`src/rtl/tcsr_pkg.sv`:
```
package tcsr_pkg;
  localparam int unsigned WORD_W = 32;

  typedef enum logic [1:0] {
    SQ_IDLE = 2'd0,
    SQ_DIS  = 2'd1,
    SQ_CFG  = 2'd2,
    SQ_ENA  = 2'd3
  } seq_t;

  typedef enum logic [2:0] {
    RK_NONE   = 3'd0,
    RK_COUNT  = 3'd1,
    RK_RELOAD = 3'd2,
    RK_MATCHA = 3'd3,
    RK_MATCHB = 3'd4,
    RK_CTRL   = 3'd5,
    RK_CTRL2  = 3'd6
  } rkind_t;

  // bit order equals the field order inside the control word
  typedef struct packed {
    logic pulse;
    logic ovf;
    logic ext;
    logic en;
  } cfg_t;

  function automatic rkind_t win_kind(input logic [1:0] word);
    case (word)
      2'd0:    return RK_COUNT;
      2'd1:    return RK_RELOAD;
      2'd2:    return RK_MATCHA;
      default: return RK_MATCHB;
    endcase
  endfunction
endpackage

```
`src/rtl/tcsr_decode.sv`:
```
module tcsr_decode
  import tcsr_pkg::*;
#(
  parameter int unsigned N_CH   = 8,
  parameter int unsigned LOW_CH = 3,
  parameter int unsigned AW     = 8,
  localparam int unsigned CW    = (N_CH > 1) ? $clog2(N_CH) : 1
) (
  input  logic [AW-1:0] addr,
  output rkind_t        kind,
  output logic [CW-1:0] ch,
  output logic          misaligned
);
  localparam int LOW_END = int'(LOW_CH) * 16;
  localparam int HI_BASE = LOW_END + 16;
  localparam int HI_END  = HI_BASE + int'(N_CH - LOW_CH) * 16;

  assign misaligned = |addr[1:0];

  always_comb begin
    int a;
    a    = int'(addr);
    kind = RK_NONE;
    ch   = '0;
    if (!misaligned) begin
      if (a < LOW_END) begin
        kind = win_kind(addr[3:2]);
        ch   = CW'(a / 16);
      end else if (a == LOW_END) begin
        kind = RK_CTRL;
      end else if (a == LOW_END + 4) begin
        kind = RK_CTRL2;
      end else if (a >= HI_BASE && a < HI_END) begin
        kind = win_kind(addr[3:2]);
        ch   = CW'(a / 16 - 1);
      end
    end
  end
endmodule

```
`src/rtl/tcsr_seq.sv`:
```
module tcsr_seq
  import tcsr_pkg::*;
(
  input  logic clk,
  input  logic rst_n,
  input  logic start,
  output seq_t st,
  output logic busy
);
  seq_t st_q;

  always_ff @(posedge clk or negedge rst_n) begin
    if (!rst_n) st_q <= SQ_IDLE;
    else begin
      case (st_q)
        SQ_IDLE: if (start) st_q <= SQ_DIS;
        SQ_DIS:  st_q <= SQ_CFG;
        SQ_CFG:  st_q <= SQ_ENA;
        default: st_q <= SQ_IDLE;
      endcase
    end
  end

  assign st   = st_q;
  assign busy = (st_q != SQ_IDLE);

  AST_START_ONLY_IDLE: assert property (@(posedge clk) disable iff (!rst_n)
    (st_q == SQ_DIS) |-> $past(st_q == SQ_IDLE));
endmodule

```
`src/rtl/tcsr_chan.sv`:
```
module tcsr_chan
  import tcsr_pkg::*;
#(
  parameter bit CAN_PULSE = 1'b0
) (
  input  logic              clk,
  input  logic              rst_n,
  input  seq_t              st,
  input  cfg_t              pend,
  input  logic              wr_reload,
  input  logic              wr_match_a,
  input  logic              wr_match_b,
  input  logic [WORD_W-1:0] wdata,
  output cfg_t              cfg,
  output logic [WORD_W-1:0] reload,
  output logic [WORD_W-1:0] match_a,
  output logic [WORD_W-1:0] match_b
);
  cfg_t              cfg_q;
  logic [WORD_W-1:0] reload_q, match_a_q, match_b_q;
  logic              opt_pulse;

  assign opt_pulse = CAN_PULSE ? pend.pulse : 1'b0;

  always_ff @(posedge clk or negedge rst_n) begin
    if (!rst_n) begin
      cfg_q <= '0;
    end else begin
      case (st)
        SQ_DIS: if (!pend.en) cfg_q.en <= 1'b0;
        SQ_CFG: begin
          cfg_q.ext   <= pend.ext;
          cfg_q.ovf   <= pend.ovf;
          cfg_q.pulse <= opt_pulse;
        end
        SQ_ENA: if (pend.en) cfg_q.en <= 1'b1;
        default: ;
      endcase
    end
  end

  always_ff @(posedge clk or negedge rst_n) begin
    if (!rst_n) begin
      reload_q  <= '0;
      match_a_q <= '0;
      match_b_q <= '0;
    end else begin
      if (wr_reload)  reload_q  <= wdata;
      if (wr_match_a) match_a_q <= wdata;
      if (wr_match_b) match_b_q <= wdata;
    end
  end

  assign cfg     = cfg_q;
  assign reload  = reload_q;
  assign match_a = match_a_q;
  assign match_b = match_b_q;

  AST_EN_DROP_IN_DIS: assert property (@(posedge clk) disable iff (!rst_n)
    $fell(cfg_q.en) |-> $past(st == SQ_DIS));
  AST_EN_RISE_IN_ENA: assert property (@(posedge clk) disable iff (!rst_n)
    $rose(cfg_q.en) |-> $past(st == SQ_ENA));
  AST_OPTS_IN_CFG: assert property (@(posedge clk) disable iff (!rst_n)
    !$stable({cfg_q.ext, cfg_q.ovf, cfg_q.pulse}) |-> $past(st == SQ_CFG));
endmodule

```
`src/rtl/octal_timer_csr.sv`:
```
module octal_timer_csr
  import tcsr_pkg::*;
#(
  parameter int unsigned N_CH        = 8,
  parameter int unsigned LOW_CH      = 3,
  parameter int unsigned PULSE_FIRST = 4,
  parameter int unsigned AW          = 8,
  localparam int unsigned CW         = (N_CH > 1) ? $clog2(N_CH) : 1,
  localparam int unsigned FW         = N_CH * 4
) (
  input  logic                 clk,
  input  logic                 rst_n,
  input  logic                 bus_sel,
  input  logic                 bus_wr,
  input  logic [AW-1:0]        bus_addr,
  input  logic [WORD_W-1:0]    bus_wdata,
  output logic [WORD_W-1:0]    bus_rdata,
  output logic                 bus_err,
  input  logic [N_CH*WORD_W-1:0] cnt_in,
  output logic [N_CH-1:0]      ch_en,
  output logic [N_CH-1:0]      ch_extclk,
  output logic [N_CH-1:0]      ch_ovf_irq,
  output logic [N_CH-1:0]      ch_pulse,
  output logic [N_CH*WORD_W-1:0] ch_reload,
  output logic [N_CH*WORD_W-1:0] ch_match_a,
  output logic [N_CH*WORD_W-1:0] ch_match_b,
  output logic [N_CH-1:0]      ld_count,
  output logic [WORD_W-1:0]    ld_value
);
  function automatic logic [FW-1:0] pulse_block_mask();
    logic [FW-1:0] m;
    m = '0;
    for (int i = 0; i < int'(N_CH); i++)
      if (i < int'(PULSE_FIRST)) m[4*i+3] = 1'b1;
    return m;
  endfunction

  localparam logic [FW-1:0] PULSE_BLOCK = pulse_block_mask();

  // decode
  rkind_t        dec_kind;
  logic [CW-1:0] dec_ch;
  logic          dec_misaligned;

  tcsr_decode #(.N_CH(N_CH), .LOW_CH(LOW_CH), .AW(AW)) u_dec (
    .addr       (bus_addr),
    .kind       (dec_kind),
    .ch         (dec_ch),
    .misaligned (dec_misaligned)
  );

  logic acc_wr, acc_rd, unmapped;
  assign acc_wr   = bus_sel && bus_wr;
  assign acc_rd   = bus_sel && !bus_wr;
  assign unmapped = (dec_kind == RK_NONE);

  // control sequencing
  seq_t st;
  logic busy, ctrl_wr, ctrl_start, pulse_reject;
  logic [FW-1:0] pend_q;

  assign ctrl_wr      = acc_wr && (dec_kind == RK_CTRL);
  assign ctrl_start   = ctrl_wr && !busy;
  assign pulse_reject = |(bus_wdata[FW-1:0] & PULSE_BLOCK);

  tcsr_seq u_seq (
    .clk   (clk),
    .rst_n (rst_n),
    .start (ctrl_start),
    .st    (st),
    .busy  (busy)
  );

  always_ff @(posedge clk or negedge rst_n) begin
    if (!rst_n) pend_q <= '0;
    else if (ctrl_start) pend_q <= bus_wdata[FW-1:0] & ~PULSE_BLOCK;
  end

  // second control word
  logic [WORD_W-1:0] ctrl2_q;
  always_ff @(posedge clk or negedge rst_n) begin
    if (!rst_n) ctrl2_q <= '0;
    else if (acc_wr && dec_kind == RK_CTRL2) ctrl2_q <= bus_wdata;
  end

  // channels
  cfg_t              cfg_q    [N_CH];
  logic [WORD_W-1:0] reload_w [N_CH];
  logic [WORD_W-1:0] match_aw [N_CH];
  logic [WORD_W-1:0] match_bw [N_CH];
  logic [WORD_W-1:0] cnt_w    [N_CH];
  logic [FW-1:0]     ctrl_rd;

  for (genvar i = 0; i < int'(N_CH); i++) begin : g_ch
    logic sel_i;
    assign sel_i = acc_wr && (dec_ch == CW'(i));

    tcsr_chan #(.CAN_PULSE((i >= int'(PULSE_FIRST)) ? 1'b1 : 1'b0)) u_ch (
      .clk        (clk),
      .rst_n      (rst_n),
      .st         (st),
      .pend       (cfg_t'(pend_q[4*i +: 4])),
      .wr_reload  (sel_i && dec_kind == RK_RELOAD),
      .wr_match_a (sel_i && dec_kind == RK_MATCHA),
      .wr_match_b (sel_i && dec_kind == RK_MATCHB),
      .wdata      (bus_wdata),
      .cfg        (cfg_q[i]),
      .reload     (reload_w[i]),
      .match_a    (match_aw[i]),
      .match_b    (match_bw[i])
    );

    assign ch_en[i]      = cfg_q[i].en;
    assign ch_extclk[i]  = cfg_q[i].ext;
    assign ch_ovf_irq[i] = cfg_q[i].ovf;
    assign ch_pulse[i]   = cfg_q[i].pulse;
    assign ctrl_rd[4*i +: 4] = cfg_q[i];
    assign ch_reload [WORD_W*i +: WORD_W] = reload_w[i];
    assign ch_match_a[WORD_W*i +: WORD_W] = match_aw[i];
    assign ch_match_b[WORD_W*i +: WORD_W] = match_bw[i];
    assign cnt_w[i] = cnt_in[WORD_W*i +: WORD_W];
  end

  // read mux
  logic [WORD_W-1:0] rd_val;
  always_comb begin
    case (dec_kind)
      RK_COUNT:  rd_val = ch_en[dec_ch] ? cnt_w[dec_ch] : '0;
      RK_RELOAD: rd_val = reload_w[dec_ch];
      RK_MATCHA: rd_val = match_aw[dec_ch];
      RK_MATCHB: rd_val = match_bw[dec_ch];
      RK_CTRL:   rd_val = WORD_W'(ctrl_rd);
      RK_CTRL2:  rd_val = ctrl2_q;
      default:   rd_val = '0;
    endcase
  end

  // response, error and load strobes
  logic access_bad;
  assign access_bad = bus_sel && (unmapped || (ctrl_wr && (busy || pulse_reject)));

  always_ff @(posedge clk or negedge rst_n) begin
    if (!rst_n) begin
      bus_rdata <= '0;
      bus_err   <= 1'b0;
      ld_count  <= '0;
      ld_value  <= '0;
    end else begin
      bus_rdata <= acc_rd ? rd_val : '0;
      bus_err   <= access_bad;
      ld_count  <= '0;
      if (acc_wr && dec_kind == RK_COUNT && ch_en[dec_ch]) begin
        ld_count[dec_ch] <= 1'b1;
        ld_value         <= bus_wdata;
      end
    end
  end

  AST_NO_PULSE_LOW: assert property (@(posedge clk) disable iff (!rst_n)
    (ch_pulse & N_CH'(~0 << PULSE_FIRST)) == ch_pulse);
  AST_BAD_ADDR_ERR: assert property (@(posedge clk) disable iff (!rst_n)
    (bus_sel && unmapped) |=> (bus_err && bus_rdata == '0));
  AST_BUSY_CTRL_ERR: assert property (@(posedge clk) disable iff (!rst_n)
    (ctrl_wr && busy) |=> bus_err);
  AST_STOPPED_COUNT_ZERO: assert property (@(posedge clk) disable iff (!rst_n)
    (acc_rd && dec_kind == RK_COUNT && !ch_en[dec_ch]) |=> (bus_rdata == '0));
  AST_LOAD_FROM_WRITE: assert property (@(posedge clk) disable iff (!rst_n)
    (|ld_count) |-> $past(acc_wr && dec_kind == RK_COUNT));
  AST_LOAD_ONEHOT: assert property (@(posedge clk) disable iff (!rst_n)
    $onehot0(ld_count));
endmodule

```
`config.mk`:
```
export PLATFORM = sky130hd
export DESIGN_NAME = octal_timer_csr
export DESIGN_NICKNAME = d
export VERILOG_FILES = /design/src/rtl/tcsr_pkg.sv /design/src/rtl/tcsr_decode.sv /design/src/rtl/tcsr_seq.sv /design/src/rtl/tcsr_chan.sv /design/src/rtl/octal_timer_csr.sv
export SDC_FILE = /design/constraint.sdc
export NUM_CORES = 1
export LEC_CHECK = 0
export ABC_AREA = 1
export BUFFER_PORTS_ARGS = -buffer_cell sky130_fd_sc_hd__buf_2
export CAP_MARGIN = 20
export CORE_AREA = 2 2 454 456
export DETAILED_ROUTE_END_ITERATION = 10
export DIE_AREA = 0 0 456 458
export PLACE_DENSITY = 0.4
export SETUP_SLACK_MARGIN = 0.02
export SLEW_MARGIN = 20
export SYNTH_ARGS = -nofsm -noshare
export SYNTH_HDL_FRONTEND = slang
export SYNTH_SLANG_ARGS = --single-unit
```
`constraint.sdc`:
```
create_clock -name clk -period 3.2 [get_ports clk]
set_input_delay 0.8 -clock clk [delete_from_list [all_inputs] [get_ports clk]]
set_output_delay 0.8 -clock clk [all_outputs]
set_load 0.02 [all_outputs]
```
==> impl_metrics.json, run 1 <==
{
  "dieArea_um2": 209000,
  "crit_path_start_kind": "input pin",
  "final_common_cell": "nand2_1",
  "grt_max_degree": 110,
  "min_period_ns": 3.08,
  "netlist_area_um2": 47600,
  "htreeDepth": 3,
  "ys_seq_elements": 931,
  "cap_viol_max_count": 0,
  "multi_input_area_um2": 19800,
  "ir_drop_mv": 0.440,
  "synth_top_family_by_area": "simple AND/OR/NAND/NOR gates",
  "setup_ws_ns": 0.120,
  "rsz0062_at_grt": "no",
  "fin_area_um2": 63800,
  "min_period_over_period": 0.963,
  "final_net_count": 8107,
  "grt_first_pass_wirelength_mm": 391,
  "dpl_cell_area_um2": 59800,
  "hold_depth": 3,
  "register_area_um2": 23300,
  "first_global_vias": 47599,
  "synth_xor_area_frac": 0,
  "p_leak_nw": 34.6,
  "drv_slew": 0,
  "synthSimpleGateAreaFrac": 0.292,
  "r2r-start": "g_ch[3].u_ch.cfg[0]",
  "status": "completed",
  "min_path_type": "input pin to register",
  "hold_viol_final": 0,
  "cts_buffers": 118,
  "final_layout_size_suffix_gt1_frac": 0.241,
  "clk_pin_slew_worst_paths_ns": 0.07,
  "route.detailed.drc": 0,
  "antenna_found_initial": 17,
  "synth_fa_ha_area_frac": 0.00263,
  "cp-end-kind": "register",
  "max_slew_margin": 0.424,
  "vias": 48882,
  "overflow": 0,
  "io_pins": 1173,
  "utilization": 0.313,
  "dp_worst_setup_slack_ns": -0.595,
  "r2r_cells": 11,
  "place_hpwl_mm": 216,
  "drt_pass1_iterations": 6,
  "syn_inst": 6557,
  "ant_nets": 0,
  "cts_tree": "yes",
  "rows": 166,
  "cp.required_ns": 3.86,
  "avgRoutedWirePerCell_um": 26.6,
  "synth_top_area_cell": "dfrtp_1",
  "worst_path_max_delay_cell": "nand3_1",
  "timing.critical_path.cells": "buf_2 > inv_1 > ha_1 > nand2_1 > nand2_1 > buf_4 > nand3_1 > nand2_2 > nand2_4 > buf_12 > buf_12 > buf_12 > buf_4 > nand2_1 > nand2_1 > nand2_1 > nand3_1 > nand3_1 > nor2_1 > nor2_1",
  "slowest_delay_ns": 0.34,
  "wl_mm": 281,
  "clock_latency_ns": 0.80,
  "max_freq_ghz": 0.325,
  "r2r_slack_ns": 1.05,
  "syn_area_per_cell_um2": 7.26,
  "worstMarginPinSlew_ns": 0.864,
  "dieHeight_um": 458,
  "synthMuxAreaShare": 0,
  "grt_use_total": 0.262,
  "setup_viol": 0,
  "yosysTopAreaCellShare": 0.489,
  "crit_path_frequent_cell": "nand2_1",
  "fillers": 22356,
  "r2r_end": "ld_value[12]",
  "coreArea_um2": 204000,
  "arrival_ns": 3.74,
  "critPathKind": "input pin to register",
  "skew_ns": 0.0509,
  "portBuffers": 1168,
  "ys_types": 30,
  "syn2layout_area_growth_pct": 34.1,
  "synth_warnings": 0,
  "critPathMaxFanout": 26,
  "cts_root_buffer": "clkbuf_16",
  "start_util": 0.234,
  "hold_end": "bus_err",
  "cp_top_family": "simple AND/OR/NAND/NOR gates",
  "p_per_area_nw_per_um2": 496,
  "gp_congestion": 0.937,
  "cts_buffer_depth": 3,
  "crit_buf_inv": 7,
  "cts_num_sinks": 931,
  "holdCritStartpoint": "bus_sel",
  "synth_area_leaders": "dfrtp_1, nand2_1, o21ai_0",
  "synth-compound-area-share": 0.118,
  "drt_iter0_drc": 4078,
  "final_cell_mix": "nand2_1, buf_2, dfrtp_1",
  "seq_area_frac_synth": 0.489,
  "viasPerCell": 4.62,
  "die-width_um": 456
}
-- where the power goes --
| part | internal (mW) | switching, mW | total, mW | leakage [nW] |
|---|---|---|---|---|
| logic | 1.45 | 3.66 | 5.11 | 19.7 |
| registers | 12.2 | 0.335 | 12.5 | 12.9 |
| clock network | 8.12 | 5.93 | 14.0 | 1.95 |
-- sequential cells by signal, indices dropped and copies added (netlist names) --
name,cells
bus_err,1
bus_rdata,32
ctrl2_q,32
g_ch.u_ch.cfg,28
g_ch.u_ch.match_a,256
g_ch.u_ch.match_b,256
g_ch.u_ch.reload,256
ld_count,8
ld_value,32
pend_q,28
u_seq.st,2
-- Yosys cell counts (all sizes together) --
cell type and n:
or2 35, clkbuf 328, nand3b 164, nand2 2440
nor3 74, a31oi 1, ha 10, nor2 252
nand4 93, nand3 242, o21ai 1074, conb 1
buf 161, nor4 1, clkinv 1, inv 701
dfrtp 931, a21oi 48
-- worst max path at each step --
stage | cells after the start | start | slack (ns) | endpoint
6_report | 20 | bus_addr[4] | 0.12 | bus_rdata[21]
5_1_grt | 20 | bus_addr[4] | 0.07 | bus_rdata[21]
4_1_cts | 20 | bus_addr[4] | 0.27 | bus_rdata[21]
3_5_place_dp | 20 | bus_addr[4] | -0.59 | bus_rdata[21]
3_3_place_gp | 20 | bus_addr[4] | -0.62 | bus_rdata[21]
2_1_floorplan | 17 | bus_addr[4] | 0.54 | bus_rdata[16]
-- per-stage QoR --
stage	hold WS, ns	cells	setup TNS (ns)	total power [mW]
after floorplan	0.451	6560	0	14.9
after global placement	0.458	10364	-89.19	17.9
after detailed placement	0.470	10364	-89.77	17.9
after CTS	0.167	10582	0	32.0
after global routing	0.242	10585	0	32.9
final	0.244	10588	0	31.7
-- cell type report --
type / count / share of cell area
sequential: 931 / 0.365
multi-input combinational: 4438 / 0.310
tap: 2688 / 0.0527
inverter: 702 / 0.0415
clock inverter: 41 / 0.00790
antenna: 6 / 0.000235
timing repair buffer: 1606 / 0.168
clock buffer: 176 / 0.0542
-- worst min-delay path: stages --
cell and delay [ns]:
buf_2 0.11, inv_1 0.05, nor2_1 0.04
-- kinds of logic after synthesis --
kind of cell	count (synthesis)
simple gates	3301
buf+inv	1191
compound gates	1123
flops	931
fa+ha+maj	10
other cells	1
-- metal layers --
layer / wire, um / part of all wire / vias up / global-route usage
met1: 121000 / 0.43 / 23752 / 0.338
met5: 0 / 0 / - / 0
met4: 12300 / 0.044 / 0 / 0.107
met2: 131000 / 0.47 / 1690 / 0.432
li1: - / - / 23098 / -
met3: 16300 / 0.058 / 342 / 0.0475
-- repair_timing --
action / in CTS / in global routing
resized for setup: 0 / 1
buffers inserted: 0 / 0
endpoints found under the setup margin: 0 / 1
hold buffers: 1 / 0
hold endpoints to repair: 16 / 0
Power figures use the tool's default switching activity.
==> inputs of run 2 (changes only) <==
--- a/config.mk
+++ b/config.mk
@@ -5,15 +5,15 @@
 export SDC_FILE = /design/constraint.sdc
 export NUM_CORES = 1
 export LEC_CHECK = 0
-export ABC_AREA = 1
 export BUFFER_PORTS_ARGS = -buffer_cell sky130_fd_sc_hd__buf_2
 export CAP_MARGIN = 20
-export CORE_AREA = 2 2 454 456
+export CORE_AREA = 2 2 455 457
 export DETAILED_ROUTE_END_ITERATION = 10
-export DIE_AREA = 0 0 456 458
+export DIE_AREA = 0 0 457 459
 export PLACE_DENSITY = 0.4
 export SETUP_SLACK_MARGIN = 0.02
-export SLEW_MARGIN = 20
+export SLEW_MARGIN = 5
 export SYNTH_ARGS = -nofsm -noshare
 export SYNTH_HDL_FRONTEND = slang
+export SYNTH_HIERARCHICAL = 1
 export SYNTH_SLANG_ARGS = --single-unit
==> run 2 against run 1 <==
  * The flow now stops in 5_2_route
  * Synthesized area rose by 0.71%
  * Synthesized cell count fell by 52%
  * Global-route usage down 1.5 points
==> impl_metrics.json, run 2 <==
{
  "status": "aborted with a tool error",
  "haltStage": "5_2_route",
  "error": "Error: net1861 1 pin not visited #guides = 52",
  "io_pins": 1173,
  "cts_num_sinks": 931,
  "cts_root_buffer": "clkbuf_16",
  "synth_warnings": 6,
  "syn_area_per_cell_um2": 15.4,
  "dpl_cell_area_um2": 59900,
  "first_global_vias": 36499,
  "grt_max_degree": 114,
  "worst_endpoint": "bus_rdata[15]$_DFF_PN0_/D",
  "htreeDepth": 3,
  "antenna_found_initial": 56,
  "rows": 167,
  "cts_buffer_depth": 3,
  "netlist_area_um2": 47900,
  "cts_buffers": 118,
  "grt_use_total": 0.248,
  "syn-num-nets": 3424,
  "portBuffers": 1168,
  "grt_first_pass_wirelength_mm": 352,
  "overflow": 0,
  "place_hpwl_mm": 205,
  "start_util": 0.233,
  "syn_inst": 3116,
  "worst-endpoint-pin-kind": "register input",
  "dieHeight_um": 459,
  "gp_congestion": 0.851,
  "die-width_um": 457
}
==> run 2: what timing repair did <==
action | in CTS | in global routing
hold buffers | 1 | 0
cloned | 2 | 2
pin swaps | 4 | 12
gates resized for setup | 12 | 26
setup buffers | 14 | 24
setup endpoints to repair | 10 | 34
hold endpoints to repair | 9 | 0
==> run 2: per-layer routing <==
metal	global-route usage
met3	0.0681
met5	0
met1	0.321
met2	0.401
met4	0.0745
==> run 2: through the flow <==
stage / cells / worst slack, ns
after floorplan: 3116 / -0.157
after global placement: 7164 / -1.30
after detailed placement: 7165 / -1.10
after CTS: 7399 / 0.0239
after global routing: 7428 / 0.0151
==> inputs of run 3 (changes only) <==
--- a/config.mk
+++ b/config.mk
@@ -7,11 +7,10 @@
 export LEC_CHECK = 0
 export BUFFER_PORTS_ARGS = -buffer_cell sky130_fd_sc_hd__buf_2
 export CAP_MARGIN = 20
-export CORE_AREA = 2 2 455 457
+export CORE_AREA = 2 2 453 455
 export DETAILED_ROUTE_END_ITERATION = 10
-export DIE_AREA = 0 0 457 459
-export PLACE_DENSITY = 0.4
-export SETUP_SLACK_MARGIN = 0.02
+export DIE_AREA = 0 0 455 457
+export PLACE_DENSITY_LB_ADDON = 0.15
 export SLEW_MARGIN = 5
 export SYNTH_ARGS = -nofsm -noshare
 export SYNTH_HDL_FRONTEND = slang
==> run 3 against run 2 <==
  * The flow now finishes, with violations (negative setup slack)
  * Global-route usage is 0.51 points lower
  * Synthesized cell count stayed put
  * Synthesized area stayed put
==> impl_metrics.json, run 3 <==
{
  "drv_slew": 0,
  "crit_path_start_kind": "input pin",
  "cts_buffers": 118,
  "rsz0062_at_grt": "yes",
  "ir_drop_mv": 0.438,
  "antenna_found_initial": 52,
  "p_per_area_nw_per_um2": 473,
  "seqPwrFrac": 0.411,
  "overflow": 0,
  "critPathKind": "input pin to register",
  "route.detailed.drc": 0,
  "gp_congestion": 0.866,
  "skew_ns": 0.0223,
  "coreArea_um2": 203000,
  "min_period_ns": 3.28,
  "final_layout_size_suffix_gt1_frac": 0.637,
  "place_hpwl_mm": 200,
  "viasPerCell": 4.73,
  "violations": "negative setup slack",
  "intPower_mw": 22.1,
  "cp.required_ns": 3.90,
  "max_slew_margin": 0.266,
  "critPathMaxFanout": 17,
  "hold_viol_final": 0,
  "syn_inst": 3116,
  "max_freq_ghz": 0.305,
  "cts_buffer_depth": 3,
  "drt_iter0_drc": 2545,
  "fillers": 20539,
  "cap_viol_max_count": 0,
  "final_common_cell": "buf_2",
  "grt_use_total": 0.242,
  "dp.cells": 7153,
  "dpl_cell_area_um2": 60300,
  "fin_tns_setup_ns": -0.0951,
  "vias": 35146,
  "io_pins": 1173,
  "wl_mm": 261,
  "status": "finished, violations left",
  "hold_depth": 2,
  "grt_first_pass_wirelength_mm": 344,
  "min_path_type": "input pin to register",
  "syn_area_per_cell_um2": 15.4,
  "min_period_over_period": 1.02,
  "comb_power_share": 0.134,
  "rows": 166,
  "cts_tree": "yes",
  "final_cell_mix": "buf_2, dfrtp_1, mux2_4",
  "fin_area_um2": 64800,
  "setup_viol": 2,
  "final_net_count": 4932,
  "cp-end-kind": "register",
  "arrival_ns": 3.97,
  "syn2layout_area_growth_pct": 35.2,
  "r2r_cells": 6,
  "avgRoutedWirePerCell_um": 35.1,
  "sw_frac_of_total": 0.280,
  "pwr-share-clk": 0.456,
  "final_cells": 7425,
  "start_util": 0.236,
  "die-width_um": 455,
  "dieArea_um2": 208000,
  "p_leak_nw": 32.2,
  "syn-num-nets": 3424,
  "clock_latency_ns": 0.79,
  "utilization": 0.319,
  "htreeDepth": 3,
  "netlist_area_um2": 47900,
  "worstMarginPinSlew_ns": 1.10,
  "cts_num_sinks": 931,
  "grt_max_degree": 65,
  "drt_pass1_iterations": 7,
  "cts_root_buffer": "clkbuf_16",
  "clk_pin_slew_worst_paths_ns": 0.06,
  "synth_warnings": 6,
  "power.switching_mw": 8.58,
  "portBuffers": 1168,
  "ant_nets": 0,
  "setup_ws_ns": -0.0772,
  "dieHeight_um": 457,
  "first_global_vias": 36334
}
run 3: final timing paths:
path	end	start	slack, ns
max	bus_rdata[17]	bus_addr[4]	-0.08
min	bus_err	bus_sel	0.35
max reg2reg	bus_rdata[3]	g_ch[2].u_ch/cfg[0]	0.78
min reg2reg	pend_q[5]	pend_q[5]	0.47
max in group asynchronous	g_ch[7].u_ch/match_b[18]	rst_n	1.45
min in group asynchronous	ctrl2_q[6]	rst_n	0.63
run 3: layout make-up:
cell class,instances,area (um^2),area share
repair buffers,1639,11500,0.177
clock buffers,183,3550,0.0548
well taps,2688,3360,0.0519
multi-input cells,1922,22600,0.349
clock inverters,32,424,0.00654
diodes,18,45.0,0.000695
inverters,12,45.0,0.000695
flip-flops and latches,931,23300,0.359
run 3: repair_timing:
| item | 4_1_cts | 5_1_grt |
|---|---|---|
| pin swaps | 3 | 10 |
| resized for setup | 9 | 20 |
| hold endpoints to repair | 2 | 0 |
| gates cloned | 0 | 3 |
| hold buffers | 1 | 0 |
| setup endpoints to repair | 6 | 6 |
| setup buffers | 11 | 24 |
run 3: critical path, cell delays in order:
cell and delay (ns):
buf_2 0.16, inv_1 0.08, ha_2 0.32, nand3b_1 0.13, a21oi_2 0.07, o21a_4 0.27, buf_8 0.17, buf_12 0.16
nand2_4 0.11, buf_4 0.18, buf_12 0.18, o22ai_1 0.09, o21ai_0 0.58, o211ai_1 0.34, a31oi_1 0.25
run 3: layer usage:
| layer | GRT usage | wire length, um | vias up |
|---|---|---|---|
| met3 | 0.0472 | 14700 | 277 |
| met2 | 0.403 | 126000 | 1379 |
| met1 | 0.318 | 113000 | 18796 |
| met5 | 0 | 33 | - |
| met4 | 0.0676 | 7790 | 4 |
| li1 | - | - | 14690 |
run 3: through the flow:
| stage | worst slack, ns | hold WS, ns | power (mW) |
|---|---|---|---|
| after floorplan | -0.157 | 0.442 | 14.5 |
| after global routing | -0.0285 | 0.295 | 31.7 |
| final | -0.0772 | 0.355 | 30.7 |
| after detailed placement | -1.12 | 0.459 | 16.9 |
| after global placement | -1.21 | 0.455 | 16.9 |
| after CTS | 0.00362 | 0.271 | 31.1 |
run 3: power by group through the flow:
stage | clock, mW | sequential (mW) | combinational, mW
finish | 14.0 | 12.6 | 4.10
global route | 14.7 | 12.6 | 4.33
CTS | 14.3 | 12.6 | 4.12
detailed placement | 0 | 12.8 | 4.10
global placement | 0 | 12.8 | 4.09
floorplan | 0 | 13.0 | 1.45
